**src/rtl/wdt_pkg.sv**
```systemverilog
package wdt_pkg;
    localparam int DW = 16;
    localparam int AW = 2;
    localparam int HB = DW / 2;

    localparam logic [AW-1:0] A_CTRL = 2'd0;
    localparam logic [AW-1:0] A_TOUT = 2'd1;
    localparam logic [AW-1:0] A_WIN  = 2'd2;
    localparam logic [AW-1:0] A_KEY  = 2'd3;

    localparam logic [DW-1:0] KEY_REF_A = 16'h02A6;
    localparam logic [DW-1:0] KEY_REF_B = 16'h80B4;
    localparam logic [DW-1:0] KEY_UNL_A = 16'h20C5;
    localparam logic [DW-1:0] KEY_UNL_B = 16'h28D9;

    typedef enum logic [1:0] {
        TM_FULL = 2'd0,
        TM_LOW  = 2'd1,
        TM_HIGH = 2'd2,
        TM_ALT  = 2'd3
    } tmode_e;

    typedef struct packed {
        tmode_e tmode;
        logic   win_en;
        logic   div256;
        logic   en;
    } ctrl_t;

    typedef enum logic [1:0] {
        KS_IDLE = 2'd0,
        KS_REF  = 2'd1,
        KS_UNL  = 2'd2
    } kstate_e;
endpackage

```
**src/rtl/wdt_tick_sync.sv**
```systemverilog
module wdt_tick_sync #(
    parameter int NSRC   = 3,
    parameter int SEL_W  = 2,
    parameter int STAGES = 2
) (
    input  logic             clk,
    input  logic             rst_n,
    input  logic [NSRC-1:0]  src,
    input  logic [SEL_W-1:0] sel,
    output logic             tick
);
    localparam logic [SEL_W-1:0] LAST = SEL_W'(NSRC - 1);

    typedef struct packed {
        logic [NSRC-1:0][STAGES-1:0] chain;
        logic                        prev;
    } st_t;

    st_t q, d;
    logic [SEL_W-1:0] idx;
    logic             picked;

    always_comb begin
        d = q;
        for (int i = 0; i < NSRC; i++) begin
            d.chain[i] = {q.chain[i][STAGES-2:0], src[i]};
        end
        idx    = (sel > LAST) ? LAST : sel;
        picked = q.chain[idx][STAGES-1];
        d.prev = picked;
        tick   = picked && !q.prev;
    end

    always_ff @(posedge clk or negedge rst_n) begin
        if (!rst_n) q <= '0;
        else        q <= d;
    end
endmodule

```
**src/rtl/wdt_key_seq.sv**
```systemverilog
module wdt_key_seq
    import wdt_pkg::*;
#(
    parameter int GAP   = 16,
    localparam int GW   = $clog2(GAP + 1)
) (
    input  logic          clk,
    input  logic          rst_n,
    input  logic          key_wr,
    input  logic [DW-1:0] key_data,
    output logic          ref_ack,
    output logic          ref_bad,
    output logic          unl_ok
);
    typedef struct packed {
        kstate_e       st;
        logic [GW-1:0] gap;
        logic          ack;
        logic          bad;
        logic          unl;
    } st_t;

    st_t q, d;
    logic gap_out;

    assign gap_out = (q.gap == GW'(GAP - 1));

    always_comb begin
        d     = q;
        d.ack = 1'b0;
        d.bad = 1'b0;
        d.unl = 1'b0;
        case (q.st)
            KS_IDLE: begin
                if (key_wr && key_data == KEY_REF_A) begin
                    d.st  = KS_REF;
                    d.gap = '0;
                end else if (key_wr && key_data == KEY_UNL_A) begin
                    d.st  = KS_UNL;
                    d.gap = '0;
                end
            end
            KS_REF: begin
                if (key_wr) begin
                    d.st  = KS_IDLE;
                    d.ack = (key_data == KEY_REF_B);
                    d.bad = (key_data != KEY_REF_B);
                end else if (gap_out) begin
                    d.st  = KS_IDLE;
                    d.bad = 1'b1;
                end else begin
                    d.gap = q.gap + 1'b1;
                end
            end
            KS_UNL: begin
                if (key_wr) begin
                    d.st  = KS_IDLE;
                    d.unl = (key_data == KEY_UNL_B);
                end else if (gap_out) begin
                    d.st  = KS_IDLE;
                end else begin
                    d.gap = q.gap + 1'b1;
                end
            end
            default: d.st = KS_IDLE;
        endcase
    end

    always_ff @(posedge clk or negedge rst_n) begin
        if (!rst_n) q <= '{st: KS_IDLE, gap: '0, ack: 1'b0, bad: 1'b0, unl: 1'b0};
        else        q <= d;
    end

    assign ref_ack = q.ack;
    assign ref_bad = q.bad;
    assign unl_ok  = q.unl;


    gap_expire_chk: assert property (@(posedge clk) disable iff (!rst_n)
        (q.st == KS_REF && !key_wr && gap_out) |=> ref_bad);


    one_event_chk: assert property (@(posedge clk) disable iff (!rst_n)
        $onehot0({ref_ack, ref_bad, unl_ok}));
endmodule

```
**src/rtl/wdt_cfg.sv**
```systemverilog
module wdt_cfg
    import wdt_pkg::*;
#(
    parameter int            UNLOCK_CYC  = 128,
    parameter logic [DW-1:0] DEF_TIMEOUT = 16'hFFFF,
    localparam int           UW          = $clog2(UNLOCK_CYC + 1)
) (
    input  logic          clk,
    input  logic          rst_n,
    input  logic          wr_en,
    input  logic [AW-1:0] wr_addr,
    input  logic [DW-1:0] wr_data,
    input  logic          unl_ok,
    output ctrl_t         ctrl,
    output logic [DW-1:0] timeout,
    output logic [DW-1:0] window
);
    typedef struct packed {
        ctrl_t         ctrl;
        logic [DW-1:0] tout;
        logic [DW-1:0] win;
        logic [2:0]    done;
        logic [UW-1:0] ucnt;
        logic          uopen;
    } st_t;

    localparam st_t RST = '{
        ctrl: '{tmode: TM_FULL, win_en: 1'b0, div256: 1'b0, en: 1'b1},
        tout: DEF_TIMEOUT, win: '0, done: '0, ucnt: '0, uopen: 1'b0};

    st_t  q, d;
    logic unused_hi;
    logic may_ctrl, may_tout, may_win;

    assign unused_hi = ^wr_data[DW-1:5];
    assign may_ctrl  = wr_en && wr_addr == A_CTRL && (!q.done[0] || q.uopen);
    assign may_tout  = wr_en && wr_addr == A_TOUT && (!q.done[1] || q.uopen);
    assign may_win   = wr_en && wr_addr == A_WIN  && (!q.done[2] || q.uopen);

    always_comb begin
        d = q;
        if (unl_ok) begin
            d.uopen = 1'b1;
            d.ucnt  = '0;
        end else if (q.uopen) begin
            if (q.ucnt == UW'(UNLOCK_CYC - 1)) d.uopen = 1'b0;
            else                               d.ucnt  = q.ucnt + 1'b1;
        end
        if (may_ctrl) begin
            d.ctrl    = ctrl_t'(wr_data[4:0]);
            d.done[0] = 1'b1;
        end
        if (may_tout) begin
            d.tout    = wr_data;
            d.done[1] = 1'b1;
        end
        if (may_win) begin
            d.win     = wr_data;
            d.done[2] = 1'b1;
        end
    end

    always_ff @(posedge clk or negedge rst_n) begin
        if (!rst_n) q <= RST;
        else        q <= d;
    end

    assign ctrl    = q.ctrl;
    assign timeout = q.tout;
    assign window  = q.win;


    locked_hold_chk: assert property (@(posedge clk) disable iff (!rst_n)
        (wr_en && wr_addr == A_TOUT && q.done[1] && !q.uopen) |=> $stable(timeout));


    unlock_bound_chk: assert property (@(posedge clk) disable iff (!rst_n)
        q.uopen |-> (q.ucnt < UW'(UNLOCK_CYC)));
endmodule

```
**src/rtl/wdt_window_guard.sv**
```systemverilog
module wdt_window_guard
    import wdt_pkg::*;
#(
    parameter int            NSRC        = 3,
    parameter int            SEL_W       = 2,
    parameter int            SYNC_STAGES = 2,
    parameter int            PRE_W       = 8,
    parameter int            GAP         = 16,
    parameter int            UNLOCK_CYC  = 128,
    parameter logic [DW-1:0] DEF_TIMEOUT = 16'hFFFF
) (
    input  logic             clk,
    input  logic             rst_n,
    input  logic             wr_en,
    input  logic [AW-1:0]    wr_addr,
    input  logic [DW-1:0]    wr_data,
    input  logic [SEL_W-1:0] clk_sel,
    input  logic [NSRC-1:0]  src_clk,
    output logic             rst_req
);
    localparam logic [DW-1:0] STEP_LO = DW'(1);
    localparam logic [DW-1:0] STEP_HI = DW'(1) << HB;

    typedef struct packed {
        logic [DW-1:0]    cnt;
        logic [PRE_W-1:0] pre;
        logic             rst;
    } st_t;

    st_t           q, d;
    logic          tick, ref_ack, ref_bad, unl_ok;
    ctrl_t         ctrl;
    logic [DW-1:0] timeout, window, nxt;
    logic          adv, hit, early, good_ref, expire;

    wdt_tick_sync #(.NSRC(NSRC), .SEL_W(SEL_W), .STAGES(SYNC_STAGES)) u_sync (
        .clk(clk), .rst_n(rst_n), .src(src_clk), .sel(clk_sel), .tick(tick));

    wdt_key_seq #(.GAP(GAP)) u_keys (
        .clk(clk), .rst_n(rst_n), .key_wr(wr_en && wr_addr == A_KEY),
        .key_data(wr_data), .ref_ack(ref_ack), .ref_bad(ref_bad), .unl_ok(unl_ok));

    wdt_cfg #(.UNLOCK_CYC(UNLOCK_CYC), .DEF_TIMEOUT(DEF_TIMEOUT)) u_cfg (
        .clk(clk), .rst_n(rst_n), .wr_en(wr_en), .wr_addr(wr_addr), .wr_data(wr_data),
        .unl_ok(unl_ok), .ctrl(ctrl), .timeout(timeout), .window(window));

    assign nxt      = q.cnt + ((ctrl.tmode == TM_HIGH) ? STEP_HI : STEP_LO);
    assign adv      = tick && (!ctrl.div256 || q.pre == '1);
    assign early    = ref_ack && ctrl.win_en && (q.cnt < window);
    assign good_ref = ref_ack && !early;
    assign expire   = adv && hit && !good_ref;

    always_comb begin
        case (ctrl.tmode)
            TM_LOW:  hit = (nxt[HB-1:0] == timeout[HB-1:0]);
            TM_HIGH: hit = (nxt[DW-1:HB] == timeout[DW-1:HB]);
            default: hit = (nxt == timeout);
        endcase
    end

    always_comb begin
        d     = q;
        d.rst = 1'b0;
        if (!ctrl.en) begin
            d.cnt = '0;
            d.pre = '0;
        end else if (ref_bad || early || expire) begin
            d.rst = 1'b1;
            d.cnt = '0;
            d.pre = '0;
        end else if (good_ref) begin
            d.cnt = '0;
            d.pre = '0;
        end else begin
            if (tick && ctrl.div256) d.pre = q.pre + 1'b1;
            if (adv)                 d.cnt = nxt;
        end
    end

    always_ff @(posedge clk or negedge rst_n) begin
        if (!rst_n) q <= '0;
        else        q <= d;
    end

    assign rst_req = q.rst;


    rst_restart_chk: assert property (@(posedge clk) disable iff (!rst_n)
        rst_req |-> (q.cnt == '0 && q.pre == '0));


    disabled_quiet_chk: assert property (@(posedge clk) disable iff (!rst_n)
        !ctrl.en |=> !rst_req);


    ref_wins_chk: assert property (@(posedge clk) disable iff (!rst_n)
        (good_ref && ctrl.en) |=> (!rst_req && q.cnt == '0));


    early_rst_chk: assert property (@(posedge clk) disable iff (!rst_n)
        (early && ctrl.en) |=> rst_req);
endmodule

```
**config.mk**
```make
export PLATFORM = sky130hd
export DESIGN_NAME = wdt_window_guard
export DESIGN_NICKNAME = d
export VERILOG_FILES = /design/src/rtl/wdt_pkg.sv /design/src/rtl/wdt_tick_sync.sv /design/src/rtl/wdt_key_seq.sv /design/src/rtl/wdt_cfg.sv /design/src/rtl/wdt_window_guard.sv
export SDC_FILE = /design/constraint.sdc
export NUM_CORES = 1
export LEC_CHECK = 0
export BUFFER_PORTS_ARGS = -buffer_cell sky130_fd_sc_hd__buf_4
export CAP_MARGIN = 20
export CORE_MARGIN = 4
export CORE_UTILIZATION = 60
export CTS_BUF_LIST = sky130_fd_sc_hd__clkbuf_4
export CTS_CLUSTER_SIZE = 14
export DETAILED_ROUTE_END_ITERATION = 12
export GPL_TIMING_DRIVEN = 0
export PLACE_DENSITY = 0.87
export SLEW_MARGIN = 0
export SYNTH_ARGS = -nofsm -noshare
export SYNTH_HDL_FRONTEND = slang
export SYNTH_HIERARCHICAL = 1
export SYNTH_SLANG_ARGS = --single-unit
```
**constraint.sdc**
```tcl
create_clock -name clk -period 3.5 [get_ports clk]
set_clock_uncertainty 0.05 [all_clocks]
set_input_delay 0.35 -clock clk [delete_from_list [all_inputs] [get_ports clk]]
set_output_delay 0.35 -clock clk [all_outputs]
set_load 0.1 [all_outputs]
```
==> results.cfg <==
[logic_synthesis]
synth.area.top_cells = dfrtp_1 (34%), mux2_2 (8.3%), dfstp_2 (8.2%)
syn_area_per_cell_um2 = 10.4
synth_top_area_cell = dfrtp_1
synthFlopType = dfrtp_1
synth_edf_count = 0
yosys_register_bits = 91
synth_nets = 574
yosysSeqAreaShare_pct = 42.2
synth_top_area_share_pct = 34.0
async_flop_share_pct = 100
netlist_instances = 521
mappedNetlistArea_um2 = 5440
ys.warnings.count = 6
synth.distinct_cells = 66

[power_and_ir_drop]
powerDensity_nw_per_um2 = 416
p_leak_nw = 2.67
ir_worst_vdd_v = 0.000222
p_total_mw = 2.48

[timing]
fmax_mhz = 307
rsz0062_at_grt = false
relSlewSlack_pct = 59.2
setup_viol = 0
period_share_pct = 93.1
setup_tns_ns = 0
tightestPinTransition_ns = 0.596
finalMaxSlewViolations = 0
hold_viol_final = 0
period_needed_ns = 3.26

[die]
row_count = 34
fp.dieArea_um2 = 10700
die_h_um = 103
core_area_um2 = 8760
die_w_um = 103
initial_core_util_pct = 62.1
io_pins = 27

[setup_path]
crit_arrival_ns = 3.54
cp_data_required_time_ns = 3.79
cp-start-kind = register
path_max_fanout = 10
cp_slowest_cell = o311ai_4
endpoint_kind = register
path_class = reg2reg
critPathMaxStageDelay_ns = 0.49
crit_chain = buf_4 -> inv_1 -> ha_1 -> inv_1 -> ha_1 -> nand3_4 -> and2_4 -> or3_4 -> a2111oi_4 -> a31oi_2 -> o311ai_4 -> buf_6 -> nor2_1

[job]
cap_violations = 0

[route]
num_vias = 3835
firstDrtPassIters = 5
drt-total-wl_mm = 11.0
routedWlPerCell_um = 16.2
drc_errors = 0
drt-initial-drc-count = 125
via_per_inst = 5.68
antenna_left = 0

[global_routing]
grt_pass1_wl_mm = 18.7
antenna_found_initial = 0
grt_max_degree = 92
gr-usage-all-layers_pct = 22.7
globalRouteOverflowTotal = 0
grt_pass1_vias = 3937

[clock_network]
clkLatencyLatePin_ns = 0.44
cts-root-buf = clkbuf_4
clockBufferDepth = 2
htree_num_levels = 3
cts_tree = done
cts.reportedPaths.clkPinSlew_ns = 0.15
numCtsBuffers = 9
clock_sinks = 91

[final_layout]
stdcell_count = 675
drive_above_1_share_pct = 28.7
seq_area_um2 = 2300
fin_nets = 616
n_fill_cell = 660
multiInputGateArea_um2 = 2660
antennaDiodeCount = 0
area_growth_pct = 9.77

[place]
io_buffers = 26
place_inst = 655
hpwl_mm = 8.46
routabilityCongestion = 0.883

[hold_path]
holdCritPathClass = in2reg

[status]
status = finished, final reports clean
## stage by stage
stage	utilization (%)	hold slack [ns]	area [µm²]	setup WS, ns
after global routing	68.2	0.0912	5970	0.0720
final	68.2	0.100	5970	0.243
after global placement	65.9	0.283	5770	0.324
after floorplan	-	0.00441	5440	0.628
after CTS	67.7	0.0793	5940	0.245
after detailed placement	65.9	0.287	5770	0.266
## path summary, 6_finish.rpt
kind / from / to / slack [ns] / depth (start not counted)
worst max register to register: u_cfg/ctrl[3] / q[11] / 0.24 / 13
worst min register to register: u_sync/d[2] / u_sync/q[2] / 0.32 / 0
max in group asynchronous: rst_n / u_cfg/timeout[11] / 2.42 / 3
worst max-delay path: u_cfg/ctrl[3] / q[11] / 0.24 / 13
min in group asynchronous: rst_n / q[21] / 0.31 / 2
worst min-delay path: wr_data[14] / u_cfg/window[14] / 0.10 / 2
## state kept, by name, summed over array words and instances, names as in the netlist, 3 cells and up
name / count
u_sync/q: 4
u_cfg/timeout: 16
u_cfg/window: 16
u_sync/d: 3
u_keys/q: 7
u_cfg/q: 12
u_cfg/ctrl: 5
q: 24
## where the power goes
group          internal (mW)  switching (mW)
Combinational          0.359           0.293
Clock                  0.215           0.362
Sequential              1.19          0.0643
Total                   1.76           0.720
## synthesized netlist by cell type (5+ instances only)
cell / count
dfrtp_1: 74
nor2_1: 43
mux2_2: 40
buf_4: 38
inv_1: 30
xnor2_1: 30
nand2_1: 28
ha_1: 27
dfstp_2: 17
xor2_1: 16
a21oi_1: 15
nor2b_1: 12
o21ai_0: 12
nand4_1: 11
nand3_1: 10
nor3_1: 10
nand2b_1: 9
and3_1: 7
nor3b_1: 7
and2_1: 5
and4_1: 5
## cell families (layout without fill, tap and decap cells)
| kind of cell | count (synthesis) | after routing | synth area share (%) |
|---|---|---|---|
| simple gates | 169 | 169 | 17.0 |
| flops | 91 | 91 | 42.2 |
| buf+inv | 81 | 127 | 8.83 |
| compound gates | 62 | 62 | 8.80 |
| xor+xnor | 47 | 47 | 7.84 |
| mux | 44 | 44 | 9.10 |
| fa+ha+maj | 27 | 27 | 6.21 |
## critical path: cells and delay by family, from the launching register on
kind / cells / cell delay, ns
AND/OR/NAND/NOR: 4 / 0.74
flip-flops: 1 / 0.37
AO/OA/AOI/OAI: 3 / 1.07
buffers and inverters: 4 / 0.48
adder cells (fa/ha/maj): 2 / 0.45
## routing by layer
metal | GRT usage (%) | vias to the layer above | wire, µm
met4 | 7.77 | 0 | 177
met1 | 29.0 | 1860 | 4890
li1 | - | 1849 | -
met3 | 3.55 | 20 | 394
met5 | 0 | - | 0
met2 | 39.5 | 106 | 5510
## layout make-up
type,instances,share of cell area [%]
buffer,50,6.09
clock buffer,9,1.13
clock inverter,6,1.11
inverter,31,1.95
multi-input combinational,349,44.6
sequential,91,38.5
tap,108,2.26
timing repair buffer,31,4.40
## cell usage in the layout (no fill, tap or decap), drive strengths merged, types with 5 or more instances in the layout
cell	netlist	layout
dfrtp	74	74
buf	46	73
nor2	44	44
mux2	41	41
inv	31	32
xnor2	30	30
nand2	28	28
ha	27	27
a21oi	18	18
dfstp	17	17
xor2	16	16
o21ai	15	15
clkbuf	4	13
nor2b	12	12
nand4	11	11
nand3	11	11
nor3	10	10
nand2b	9	9
and3	8	8
nor3b	7	7
and2	6	6
and4	5	5
a211oi	5	5
## repair_timing
action                     4_1_cts  5_1_grt
hold endpoints to repair         3       27
setup buffers                    0        0
setup endpoints to repair        0        0
hold buffers                     3        1
gates resized for setup          0        0
(Power assumes the default switching activity.)
